`config.mk`:
```
export PLATFORM = sky130hd
export DESIGN_NAME = gpio_atomic_bank
export DESIGN_NICKNAME = d
export VERILOG_FILES = /design/src/rtl/gpio_atomic_pkg.sv /design/src/rtl/gpio_setclr_reg.sv /design/src/rtl/gpio_sync.sv /design/src/rtl/gpio_bank.sv /design/src/rtl/gpio_atomic_bank.sv
export SDC_FILE = /design/constraint.sdc
export NUM_CORES = 1
export LEC_CHECK = 0
export ABC_AREA = 1
export BUFFER_PORTS_ARGS = -buffer_cell sky130_fd_sc_hd__buf_2
export CORE_MARGIN = 2
export CORE_UTILIZATION = 45
export CTS_BUF_LIST = sky130_fd_sc_hd__clkbuf_4
export DETAILED_ROUTE_END_ITERATION = 12
export PLACE_DENSITY = 0.67
export SYNTH_ARGS = -nofsm -noshare
export SYNTH_HDL_FRONTEND = slang
export SYNTH_SLANG_ARGS = --single-unit
```
`constraint.sdc`:
```
create_clock -name clk -period 1.76 [get_ports clk]
set_input_delay 0 -clock clk [delete_from_list [all_inputs] [get_ports clk]]
set_output_delay 0 -clock clk [all_outputs]
set_load 0.005 [all_outputs]
```
`src/rtl/gpio_atomic_pkg.sv`:
```
package gpio_atomic_pkg;

   localparam int NUM_FEAT = 6;

   localparam int F_LVL = 0;
   localparam int F_DRV = 1;
   localparam int F_ODM = 2;
   localparam int F_PUP = 3;
   localparam int F_PDN = 4;
   localparam int F_INE = 5;

   localparam logic [7:0] OFS_LVL  = 8'h00;
   localparam logic [7:0] OFS_DRV  = 8'h04;
   localparam logic [7:0] OFS_ODM  = 8'h08;
   localparam logic [7:0] OFS_PUP  = 8'h18;
   localparam logic [7:0] OFS_PDN  = 8'h1C;
   localparam logic [7:0] OFS_INE  = 8'h20;
   localparam logic [7:0] OFS_RDBK = 8'h30;

   function automatic logic [NUM_FEAT-1:0] feat_decode(input logic [7:0] ofs);
      logic [NUM_FEAT-1:0] hot;
      hot = '0;
      case (ofs)
         OFS_LVL: hot[F_LVL] = 1'b1;
         OFS_DRV: hot[F_DRV] = 1'b1;
         OFS_ODM: hot[F_ODM] = 1'b1;
         OFS_PUP: hot[F_PUP] = 1'b1;
         OFS_PDN: hot[F_PDN] = 1'b1;
         OFS_INE: hot[F_INE] = 1'b1;
         default: hot = '0;
      endcase
      return hot;
   endfunction

endpackage

```
`src/rtl/gpio_setclr_reg.sv`:
```
module gpio_setclr_reg #(
   parameter int WIDTH = 16
) (
   input  logic             clk,
   input  logic             rst_n,
   input  logic             we,
   input  logic [WIDTH-1:0] set_bits,
   input  logic [WIDTH-1:0] clr_bits,
   output logic [WIDTH-1:0] q
);

   logic [WIDTH-1:0] raise_m;
   logic [WIDTH-1:0] lower_m;

   assign raise_m = set_bits & ~clr_bits;
   assign lower_m = clr_bits & ~set_bits;

   always_ff @(posedge clk or negedge rst_n) begin
      if (!rst_n) begin
         q <= '0;
      end else if (we) begin
         q <= (q | raise_m) & ~lower_m;
      end
   end

endmodule

```
`src/rtl/gpio_sync.sv`:
```
module gpio_sync #(
   parameter int WIDTH  = 32,
   parameter int STAGES = 2
) (
   input  logic             clk,
   input  logic             rst_n,
   input  logic [WIDTH-1:0] d,
   output logic [WIDTH-1:0] q
);

   if (STAGES < 2) begin : g_bad_stages
      $error("gpio_sync: STAGES must be at least 2");
   end

   logic [STAGES-1:0][WIDTH-1:0] chain;

   for (genvar s = 0; s < STAGES; s++) begin : g_stage
      always_ff @(posedge clk or negedge rst_n) begin
         if (!rst_n) begin
            chain[s] <= '0;
         end else begin
            chain[s] <= (s == 0) ? d : chain[(s == 0) ? 0 : s-1];
         end
      end
   end

   assign q = chain[STAGES-1];

endmodule

```
`src/rtl/gpio_bank.sv`:
```
module gpio_bank
   import gpio_atomic_pkg::*;
#(
   parameter int BANK_PINS = 16
) (
   input  logic                                 clk,
   input  logic                                 rst_n,
   input  logic                                 we,
   input  logic [7:0]                           ofs,
   input  logic [2*BANK_PINS-1:0]               wdata,
   input  logic [BANK_PINS-1:0]                 pin_sync,
   output logic [NUM_FEAT-1:0][BANK_PINS-1:0]   feat_q,
   output logic [BANK_PINS-1:0]                 rd_word
);

   logic [NUM_FEAT-1:0] dec;
   logic [NUM_FEAT-1:0] hit;

   assign dec = feat_decode(ofs);
   assign hit = we ? dec : '0;

   for (genvar f = 0; f < NUM_FEAT; f++) begin : g_feat
      gpio_setclr_reg #(
         .WIDTH (BANK_PINS)
      ) u_reg (
         .clk      (clk),
         .rst_n    (rst_n),
         .we       (hit[f]),
         .set_bits (wdata[BANK_PINS-1:0]),
         .clr_bits (wdata[2*BANK_PINS-1:BANK_PINS]),
         .q        (feat_q[f])
      );
   end

   always_comb begin
      rd_word = '0;
      if (ofs == OFS_RDBK) begin
         rd_word = pin_sync & feat_q[F_INE];
      end else begin
         for (int f = 0; f < NUM_FEAT; f++) begin
            if (dec[f]) begin
               rd_word = feat_q[f];
            end
         end
      end
   end

endmodule

```
`src/rtl/gpio_atomic_bank.sv`:
```
module gpio_atomic_bank
   import gpio_atomic_pkg::*;
#(
   parameter int NUM_PINS    = 32,
   parameter int BANK_PINS   = 16,
   parameter int ADDR_W      = 8,
   parameter int DATA_W      = 32,
   parameter int SYNC_STAGES = 2
) (
   input  logic                clk,
   input  logic                rst_n,
   input  logic [ADDR_W-1:0]   addr,
   input  logic [DATA_W-1:0]   wdata,
   input  logic                wr_en,
   input  logic                rd_en,
   output logic [DATA_W-1:0]   rdata,
   input  logic [NUM_PINS-1:0] pin_in,
   output logic [NUM_PINS-1:0] pin_out,
   output logic [NUM_PINS-1:0] pin_oe,
   output logic [NUM_PINS-1:0] pin_od,
   output logic [NUM_PINS-1:0] pin_pu,
   output logic [NUM_PINS-1:0] pin_pd
);

   localparam int NUM_BANKS = NUM_PINS / BANK_PINS;
   localparam int BSEL_W    = (NUM_BANKS > 1) ? $clog2(NUM_BANKS) : 1;
   localparam int OFS_W     = ADDR_W - BSEL_W;

   if (NUM_BANKS * BANK_PINS != NUM_PINS || NUM_BANKS < 2 ||
       (NUM_BANKS & (NUM_BANKS - 1)) != 0) begin : g_bad_banks
      $error("gpio_atomic_bank: NUM_PINS must be a power-of-two multiple (>=2) of BANK_PINS");
   end
   if (DATA_W != 2 * BANK_PINS) begin : g_bad_data
      $error("gpio_atomic_bank: DATA_W must equal twice BANK_PINS");
   end
   if (OFS_W < 6 || OFS_W > 8) begin : g_bad_addr
      $error("gpio_atomic_bank: bank offset field must be 6 to 8 bits wide");
   end

   logic [BSEL_W-1:0]                                 bsel;
   logic [7:0]                                        ofs;
   logic [NUM_PINS-1:0]                               pin_sync;
   logic [NUM_BANKS-1:0][NUM_FEAT-1:0][BANK_PINS-1:0] feat_all;
   logic [NUM_BANKS-1:0][BANK_PINS-1:0]               bank_rd;

   assign bsel = addr[ADDR_W-1 -: BSEL_W];
   assign ofs  = 8'(addr[OFS_W-1:0]);

   gpio_sync #(
      .WIDTH  (NUM_PINS),
      .STAGES (SYNC_STAGES)
   ) u_sync (
      .clk   (clk),
      .rst_n (rst_n),
      .d     (pin_in),
      .q     (pin_sync)
   );

   for (genvar g = 0; g < NUM_BANKS; g++) begin : g_bank
      logic bank_we;
      assign bank_we = wr_en && (bsel == BSEL_W'(g));

      gpio_bank #(
         .BANK_PINS (BANK_PINS)
      ) u_bank (
         .clk      (clk),
         .rst_n    (rst_n),
         .we       (bank_we),
         .ofs      (ofs),
         .wdata    (wdata),
         .pin_sync (pin_sync[g*BANK_PINS +: BANK_PINS]),
         .feat_q   (feat_all[g]),
         .rd_word  (bank_rd[g])
      );

      assign pin_out[g*BANK_PINS +: BANK_PINS] = feat_all[g][F_LVL];
      assign pin_oe [g*BANK_PINS +: BANK_PINS] = feat_all[g][F_DRV];
      assign pin_od [g*BANK_PINS +: BANK_PINS] = feat_all[g][F_ODM];
      assign pin_pu [g*BANK_PINS +: BANK_PINS] = feat_all[g][F_PUP];
      assign pin_pd [g*BANK_PINS +: BANK_PINS] = feat_all[g][F_PDN];
   end

   always_ff @(posedge clk or negedge rst_n) begin
      if (!rst_n) begin
         rdata <= '0;
      end else if (rd_en) begin
         rdata <= DATA_W'(bank_rd[bsel]);
      end
   end

endmodule

```
==> results.json, run 1 <==
{
  "clk_path_buf_depth": 3,
  "synth_xor_area_frac": 0,
  "hold_path.class": "in -> reg",
  "die_h_um": 178,
  "crit_chain": "dlygate4sd3_1, buf_2, inv_2, nor2_4, buf_12, nand2_1, nor2_2, buf_12, a21oi_1, a21oi_1, dlygate4sd3_1",
  "avgSynthCellArea_um2": 8.89,
  "max-slew-margin-rel": 0.612,
  "grt_overflow": 0,
  "hold_depth": 5,
  "vias_per_cell": 5.49,
  "layout.cells.non_filler": 2236,
  "grt_start_max_net_pins": 61,
  "fin_util": 0.558,
  "cp_slowest_stage_delay_ps": 580,
  "cpMaxStageDelayCell": "dlygate4sd3_1",
  "synth_fa_ha_area_frac": 0,
  "worstMarginPinSlew_ps": 580,
  "num_rows": 63,
  "critPathKind": "in -> reg",
  "r2r_setup_slack_ps": 440,
  "start_util": 0.458,
  "vias": 12300,
  "worstPathArrival_ps": 2350,
  "path_clk_slew_ps": 70,
  "gp_congestion": 0.964,
  "clockRootBuffer": "clkbuf_4",
  "io_pins": 268,
  "first_iter_violations": 925,
  "dpl.cell_count": 1984,
  "hpwl_mm": 30.1,
  "ys_seq_elements": 272,
  "synth.area.mux_share": 0,
  "ant_nets": 0,
  "core_um2": 29600,
  "portBuffers": 251,
  "ys_warn_count": 0,
  "seq_area_frac_synth": 0.502,
  "synthesis.instances": 1526,
  "hold_viol_final": 0,
  "final_cell_mix": "272 x dfrtp_1, 250 x buf_2, 212 x nor2_1",
  "drtPass1Iterations": 5,
  "htree_num_levels": 3,
  "grt_pass1_wl_mm": 67.0,
  "wl_per_cell_um": 19.7,
  "cts_tree": "built",
  "die_w_um": 178,
  "p_leak_nw": 8.88,
  "mostFrequentLayoutCell": "dfrtp_1",
  "drc": 0,
  "clk-insertion-delay-late_ps": 690,
  "path_max_fanout": 32,
  "r2r_cells": 3,
  "netlist_area_um2": 13600,
  "fillers": 2814,
  "critPathLaunchType": "input port",
  "rr_startpoint": "g_bank[1].u_bank.g_feat[3].u_reg.q[7]",
  "setup_tns_ps": 0,
  "grt_pass1_vias": 11900,
  "rsz0062_at_grt": "true",
  "cts.sinks": 272,
  "drv_cap": 0,
  "ctsResizeCount": 0,
  "drive_above_1_share": 0.255,
  "status": "completed",
  "hp-start": "wdata[19]",
  "wl_mm": 44.1,
  "power_per_cell_area_nw_per_um2": 819,
  "peakVddDrop_mv": 0.513,
  "synth_compound_area_frac": 0.159,
  "finalCriticalPeriod_ps": 1730,
  "fmax_mhz": 580,
  "drv_slew": 0,
  "ys_types": 25,
  "rr_endpoint": "g_bank[1].u_bank.g_feat[3].u_reg.q[7]",
  "synthSimpleGateAreaFrac": 0.188,
  "synth_top_family_by_area": "simple AND/OR/NAND/NOR gates",
  "area_growth_syn_to_layout_pct": 21.8,
  "crit_path_end_kind": "register",
  "dieArea_um2": 31500,
  "antenna_found_initial": 1,
  "worst_ep_required_time_ps": 2380,
  "clock_skew_ps": 40.8,
  "nets": 1870,
  "fin_crit_sh": 0.980,
  "setup-violations-final": 0,
  "grtUsageTotal": 0.279,
  "cts_buffers": 75,
  "min_to": "g_bank[0].u_bank.g_feat[0].u_reg.q[3]"
}
[metal layers]
| layer | share of wire | GRT usage |
|---|---|---|
| met5 | 0 | 0 |
| met4 | 0.028 | 0.103 |
| met3 | 0.080 | 0.0521 |
| met2 | 0.49 | 0.469 |
| met1 | 0.40 | 0.359 |
[cell usage after synthesis, drive strengths merged]
cell,count,share of area
a21oi,80,0.030
conb,1,0.00028
buf,215,0.11
clkbuf,51,0.014
nand2,193,0.055
dfrtp,272,0.50
a22oi,32,0.018
o21bai,32,0.018
nand3,164,0.061
o21ai,32,0.012
inv,85,0.024
nor3,16,0.0059
nor2,224,0.067
nand4,1,0.00046
a2bb2oi,128,0.083
[sequential cells by signal (all words and copies together), names as in the netlist]
register,flops
g_bank.u_bank.g_feat.u_reg.q,192
rdata,16
u_sync.chain,32
u_sync.q,32
[metrics by stage]
step                      hold WS (ps)  power, mW  area (um2)  setup slack (ps)
after floorplan                   -296       7.26       13600               542
after global placement           -40.4       7.73       14400               201
after detailed placement         -34.5       7.74       14400               117
after CTS                        0.419       13.6       16500              81.4
after global routing              21.5       14.1       16500            -0.402
final                             32.2       13.5       16500              34.8
[worst max-delay path, delay by kind of cell]
kind	cells	cell delay, ps
AO/OA/AOI/OAI	2	220
buffers and inverters	6	1730
AND/OR/NAND/NOR	3	370
[kinds of logic (layout without fill, tap and decap cells)]
kind of cell	Yosys count	count (layout)
simple gates	598	598
other cells	1	17
flops	272	272
buf+inv	351	655
compound gates	304	304
[worst max path at each step]
stage             from                                     to
2_1_floorplan  addr[0]                              rdata[10]
3_3_place_gp   addr[4]  g_bank[1].u_bank.g_feat[0].u_reg.q[5]
3_5_place_dp   addr[4]  g_bank[1].u_bank.g_feat[1].u_reg.q[8]
4_1_cts        addr[4]  g_bank[1].u_bank.g_feat[3].u_reg.q[8]
5_1_grt        addr[4]  g_bank[1].u_bank.g_feat[3].u_reg.q[8]
6_report       addr[4]  g_bank[1].u_bank.g_feat[3].u_reg.q[7]
[layout make-up]
class | instances | area, um2 | area share
Antenna cell | 1 | 2.50 | 0.000151
Multi-Input combinational cell | 918 | 4790 | 0.290
Inverter | 85 | 319 | 0.0193
Timing Repair Buffer | 442 | 3190 | 0.193
Clock buffer | 110 | 826 | 0.0500
Tap cell | 390 | 488 | 0.0295
Sequential cell | 272 | 6810 | 0.412
Clock inverter | 18 | 106 | 0.00644
[where the power goes]
part	switching [mW]	internal, mW	total, mW	leakage, nW
logic	0.726	0.538	1.26	4.85
clock network	2.68	3.00	5.68	0.552
registers	0.134	6.45	6.59	3.47
total	3.54	9.99	13.5	8.88
[what timing repair did]
item / 4_1_cts / 5_1_grt
setup endpoints to repair: 0 / 4
setup buffers: 0 / 4
endpoints found under the hold margin: 512 / 0
hold buffers: 118 / 0
Note: power is estimated with default switching activity, not from simulation.
==> run 2: changes to the inputs <==
Settings changed: CTS_BUF_LIST sky130_fd_sc_hd__clkbuf_4 to sky130_fd_sc_hd__clkbuf_4 sky130_fd_sc_hd__clkbuf_8.
==> results.json, run 2 (synthesis gave the netlist of run 1 again) <==
{
  "start_util": 0.458,
  "max-slew-margin-rel": 0.612,
  "p_leak_nw": 8.60,
  "finalCriticalPeriod_ps": 1280,
  "hp-start": "wr_en",
  "grtUsageTotal": 0.272,
  "grt_start_max_net_pins": 61,
  "wl_mm": 42.7,
  "rr_startpoint": "g_bank[1].u_bank.g_feat[1].u_reg.q[1]",
  "vias": 11800,
  "fin_ws_ps": 483,
  "die_w_um": 178,
  "fin_crit_sh": 0.726,
  "worstPathArrival_ps": 1690,
  "drv_slew": 0,
  "drc": 0,
  "dpl.cell_count": 1984,
  "status": "completed",
  "cts.sinks": 272,
  "mostFrequentLayoutCell": "dfrtp_1",
  "grt_overflow": 0,
  "fin_total_pwr_mw": 13.8,
  "hold_path.class": "in -> reg",
  "antenna_found_initial": 1,
  "grt_pass1_wl_mm": 65.3,
  "drtPass1Iterations": 8,
  "crit_path_end_kind": "register",
  "largest_reg_flops": 192,
  "wl_per_cell_um": 20.0,
  "dieArea_um2": 31500,
  "setup_tns_ps": 0,
  "finish.instance_area_um2": 16000,
  "holdWs_ps": 19.2,
  "rsz0062_at_grt": "false",
  "clk_path_buf_depth": 3,
  "dp_slack_ps": 117,
  "clock_skew_ps": 25.1,
  "core_um2": 29600,
  "antenna_cells": 0,
  "clockRootBuffer": "clkbuf_8",
  "fmax_mhz": 783,
  "area_growth_syn_to_layout_pct": 18.2,
  "regMostFlops": "g_bank.u_bank.g_feat.u_reg.q",
  "path_max_fanout": 12,
  "htree_num_levels": 2,
  "worstMarginPinSlew_ps": 581,
  "peakVddDrop_mv": 0.454,
  "layout.cells.non_filler": 2133,
  "cts_tree": "built",
  "drive_above_1_share": 0.246,
  "num_rows": 63,
  "portBuffers": 251,
  "drv_cap": 0,
  "reg_top3": "g_bank.u_bank.g_feat.u_reg.q: 192 flops, u_sync.chain: 32 flops, u_sync.q: 32 flops",
  "io_pins": 268,
  "gp_congestion": 0.964,
  "power_per_cell_area_nw_per_um2": 859,
  "vias_per_cell": 5.52,
  "hpwl_mm": 30.1,
  "setup-violations-final": 0,
  "critPathKind": "in -> reg",
  "nets": 1788,
  "worst_ep_required_time_ps": 2170,
  "fin_util": 0.541,
  "die_h_um": 178,
  "placed_cell_area_um2": 14400,
  "clk-insertion-delay-late_ps": 570,
  "cts_buffers": 46,
  "grt_pass1_vias": 11400,
  "final_cell_mix": "272 x dfrtp_1, 250 x buf_2, 212 x nor2_1",
  "startpoint": "wdata[11]",
  "critPathLaunchType": "input port",
  "first_iter_violations": 1026,
  "hold_viol_final": 0,
  "path_clk_slew_ps": 70,
  "ant_nets": 0
}
[run 2: cell count changes in the layout (fill, tap and decap cells not counted), sizes merged]
cell	delta
dlygate4sd3	-48
clkbuf	-37
clkinv	-10
buf	-4
inv	-3
diode	-1
[run 2: where the power goes]
part	internal [mW]	leakage, nW	switching, mW
combinational	0.463	4.61	0.703
sequential	6.46	3.47	0.133
clock	3.45	0.515	2.56
total	10.4	8.60	3.40
[run 2: worst max-delay path: stages]
cell	delay (ps)
dlygate4sd3_1	530
buf_2	150
nor2_1	120
dlygate4sd3_1	570
buf_4	200
a22oi_1	110
[run 2: final timing paths]
check,cells after the start,slack (ps),end
min in group asynchronous,3,500,u_sync.chain[2]
worst min-delay path,4,20,g_bank[0].u_bank.g_feat[2].u_reg.q[4]
max in group asynchronous,4,550,g_bank[1].u_bank.g_feat[2].u_reg.q[7]
worst max-delay path,6,480,g_bank[1].u_bank.g_feat[5].u_reg.q[11]
worst max register to register,6,550,rdata[1]
worst min register to register,0,340,u_sync.q[16]
[run 2: repair_timing]
action | in CTS | in global routing
hold endpoints to repair | 489 | 0
hold buffers | 70 | 0
setup buffers | 0 | 0
endpoints found under the setup margin | 0 | 0
gates resized for setup | 0 | 0
[run 2: layer usage]
| metal | vias up | global-route usage | part of all wire |
|---|---|---|---|
| li1 | 5299 | - | - |
| met4 | 2 | 0.0929 | 0.032 |
| met2 | 577 | 0.457 | 0.49 |
| met3 | 84 | 0.0452 | 0.077 |
| met5 | - | 0 | 0.00016 |
| met1 | 5805 | 0.357 | 0.40 |
[run 2: area by class of cell]
cell class | instances | area [um2]
inverters | 85 | 319
flip-flops and latches | 272 | 6810
repair buffers | 389 | 2650
clock buffers | 74 | 925
well taps | 390 | 488
fillers | 2828 | 13600
clock inverters | 5 | 55.1
multi-input cells | 918 | 4790
==> run 3: changes to the inputs <==
Settings changed: PLACE_DENSITY 0.67 to 0.7.
Clock period 1.76 ns to 1.1 ns, I/O delays scaled along.
==> results.json, run 3 (synthesis gave the netlist of run 1 again) <==
{
  "clockRootBuffer": "clkbuf_8",
  "finalCriticalPeriod_ps": 1250,
  "drive_above_1_share": 0.388,
  "fin_ws_ps": -151,
  "rr_startpoint": "g_bank[0].u_bank.g_feat[2].u_reg.q[2]",
  "hpwl_mm": 31.8,
  "fin_util": 0.679,
  "io_pins": 268,
  "critPathLaunchType": "register",
  "largest_reg_flops": 192,
  "r2r_setup_slack_ps": -130,
  "r2r_cells": 7,
  "drv_cap": 0,
  "antenna_found_initial": 0,
  "worstPathArrival_ps": 1250,
  "hold_path.class": "in -> reg",
  "start_util": 0.458,
  "portBuffers": 251,
  "vias_per_cell": 5.35,
  "critPathKind": "reg -> out",
  "drtPass1Iterations": 5,
  "fmax_mhz": 800,
  "first_iter_violations": 1065,
  "clk_path_buf_depth": 3,
  "layout.cells.non_filler": 2421,
  "core_um2": 29600,
  "regMostFlops": "g_bank.u_bank.g_feat.u_reg.q",
  "placed_cell_area_um2": 15900,
  "num_rows": 63,
  "htree_num_levels": 2,
  "fin_total_pwr_mw": 23.3,
  "hold_depth": 2,
  "route.top_layer_used": "met4",
  "wl_mm": 46.8,
  "grt_overflow": 0,
  "crit_path_end_kind": "output pin",
  "drc": 0,
  "status": "complete, but fails checks",
  "dieArea_um2": 31500,
  "path_clk_slew_ps": 60,
  "worst_ep_required_time_ps": 1100,
  "peakVddDrop_mv": 0.883,
  "cts.sinks": 272,
  "dp_slack_ps": -448,
  "grt_pass1_vias": 13200,
  "die_w_um": 178,
  "clk-insertion-delay-late_ps": 580,
  "drv_slew": 0,
  "vias": 13000,
  "path_max_fanout": 2,
  "grt_pass1_wl_mm": 71.4,
  "grt_start_max_net_pins": 56,
  "reg_top3": "g_bank.u_bank.g_feat.u_reg.q: 192 flops, u_sync.chain: 32 flops, u_sync.q: 32 flops",
  "met2_wirelength_mm": 23.4,
  "hold_viol_final": 0,
  "clock_skew_ps": 10.1,
  "cts_buffers": 49,
  "min_to": "u_sync.chain[27]",
  "setup-violations-final": 175,
  "violations": "negative setup slack",
  "fin_crit_sh": 1.14,
  "final_cell_mix": "275 x buf_6, 269 x dfrtp_1, 211 x nor2_1",
  "holdWs_ps": 63.3,
  "gp_congestion": 0.926,
  "wl_per_cell_um": 19.3,
  "setup_tns_ps": -14320,
  "cts_tree": "built",
  "fillers": 2307,
  "area_growth_syn_to_layout_pct": 48.3,
  "wl_met3_mm": 3.38,
  "ant_nets": 0,
  "rsz0062_at_grt": "true",
  "rr_endpoint": "rdata[2]",
  "mostFrequentLayoutCell": "buf_6",
  "finish.instance_area_um2": 20100,
  "hp-start": "pin_in[27]",
  "antenna_cells": 0,
  "nets": 2073,
  "power_per_cell_area_nw_per_um2": 1160,
  "p_leak_nw": 10.6,
  "die_h_um": 178,
  "dpl.cell_count": 2163,
  "grtUsageTotal": 0.293,
  "met1_length_mm": 18.2
}
[run 3: changes by cell type in the layout (fill, tap and decap cells not counted), sizes merged]
cell         previous run  this run
clkbuf                 74        76
inv                    85        87
dlygate4sd3            70        68
buf                   319       603
clkinvlp                2         0
clkinv                  2         6
[run 3: final cells by class]
class                           count  area [um2]  share of cell area
Timing Repair Buffer              671        6250               0.311
Sequential cell                   272        6810               0.339
Inverter                           85         357              0.0177
Tap cell                          390         488              0.0243
Multi-Input combinational cell    918        5160               0.257
Clock inverter                      9        80.1             0.00398
Clock buffer                       76         965              0.0480
[run 3: worst max path at each step]
stage | start | to | slack (ps) | cells after the start
after floorplan | addr[6] | rdata[7] | -50 | 11
after global placement | addr[0] | rdata[0] | -340 | 12
after detailed placement | addr[0] | g_bank[1].u_bank.g_feat[2].u_reg.q[7] | -450 | 11
after CTS | g_bank[1].u_bank.g_feat[3].u_reg.q[14] | pin_pu[30] | -130 | 2
after global routing | g_bank[0].u_bank.g_feat[1].u_reg.q[7] | rdata[7] | -190 | 7
final | g_bank[0].u_bank.g_feat[3].u_reg.q[9] | pin_pu[9] | -150 | 2
[run 3: what timing repair did]
item                                    4_1_cts  5_1_grt
cloned                                        0        0
pin swaps                                    61       82
resized for setup                           297       56
hold buffers                                 69        1
endpoints found under the setup margin      190      201
setup buffers                               101       26
endpoints found under the hold margin       511        4
[run 3: per-layer routing]
layer | vias to the layer above | track usage
li1 | 5867 | -
met1 | 6329 | 0.366
met2 | 641 | 0.506
met3 | 118 | 0.0503
met4 | 0 | 0.115
met5 | - | 0
[run 3: where the power goes]
group | leakage, nW | internal [mW] | total (mW) | switching (mW)
Clock | 0.561 | 5.80 | 10.1 | 4.32
Sequential | 3.47 | 10.3 | 10.5 | 0.191
Combinational | 6.54 | 1.34 | 2.69 | 1.35
[run 3: worst max-delay path: stages (launching register included)]
cell	delay, ps
dfrtp_1	430
buf_6	140
buf_6	100
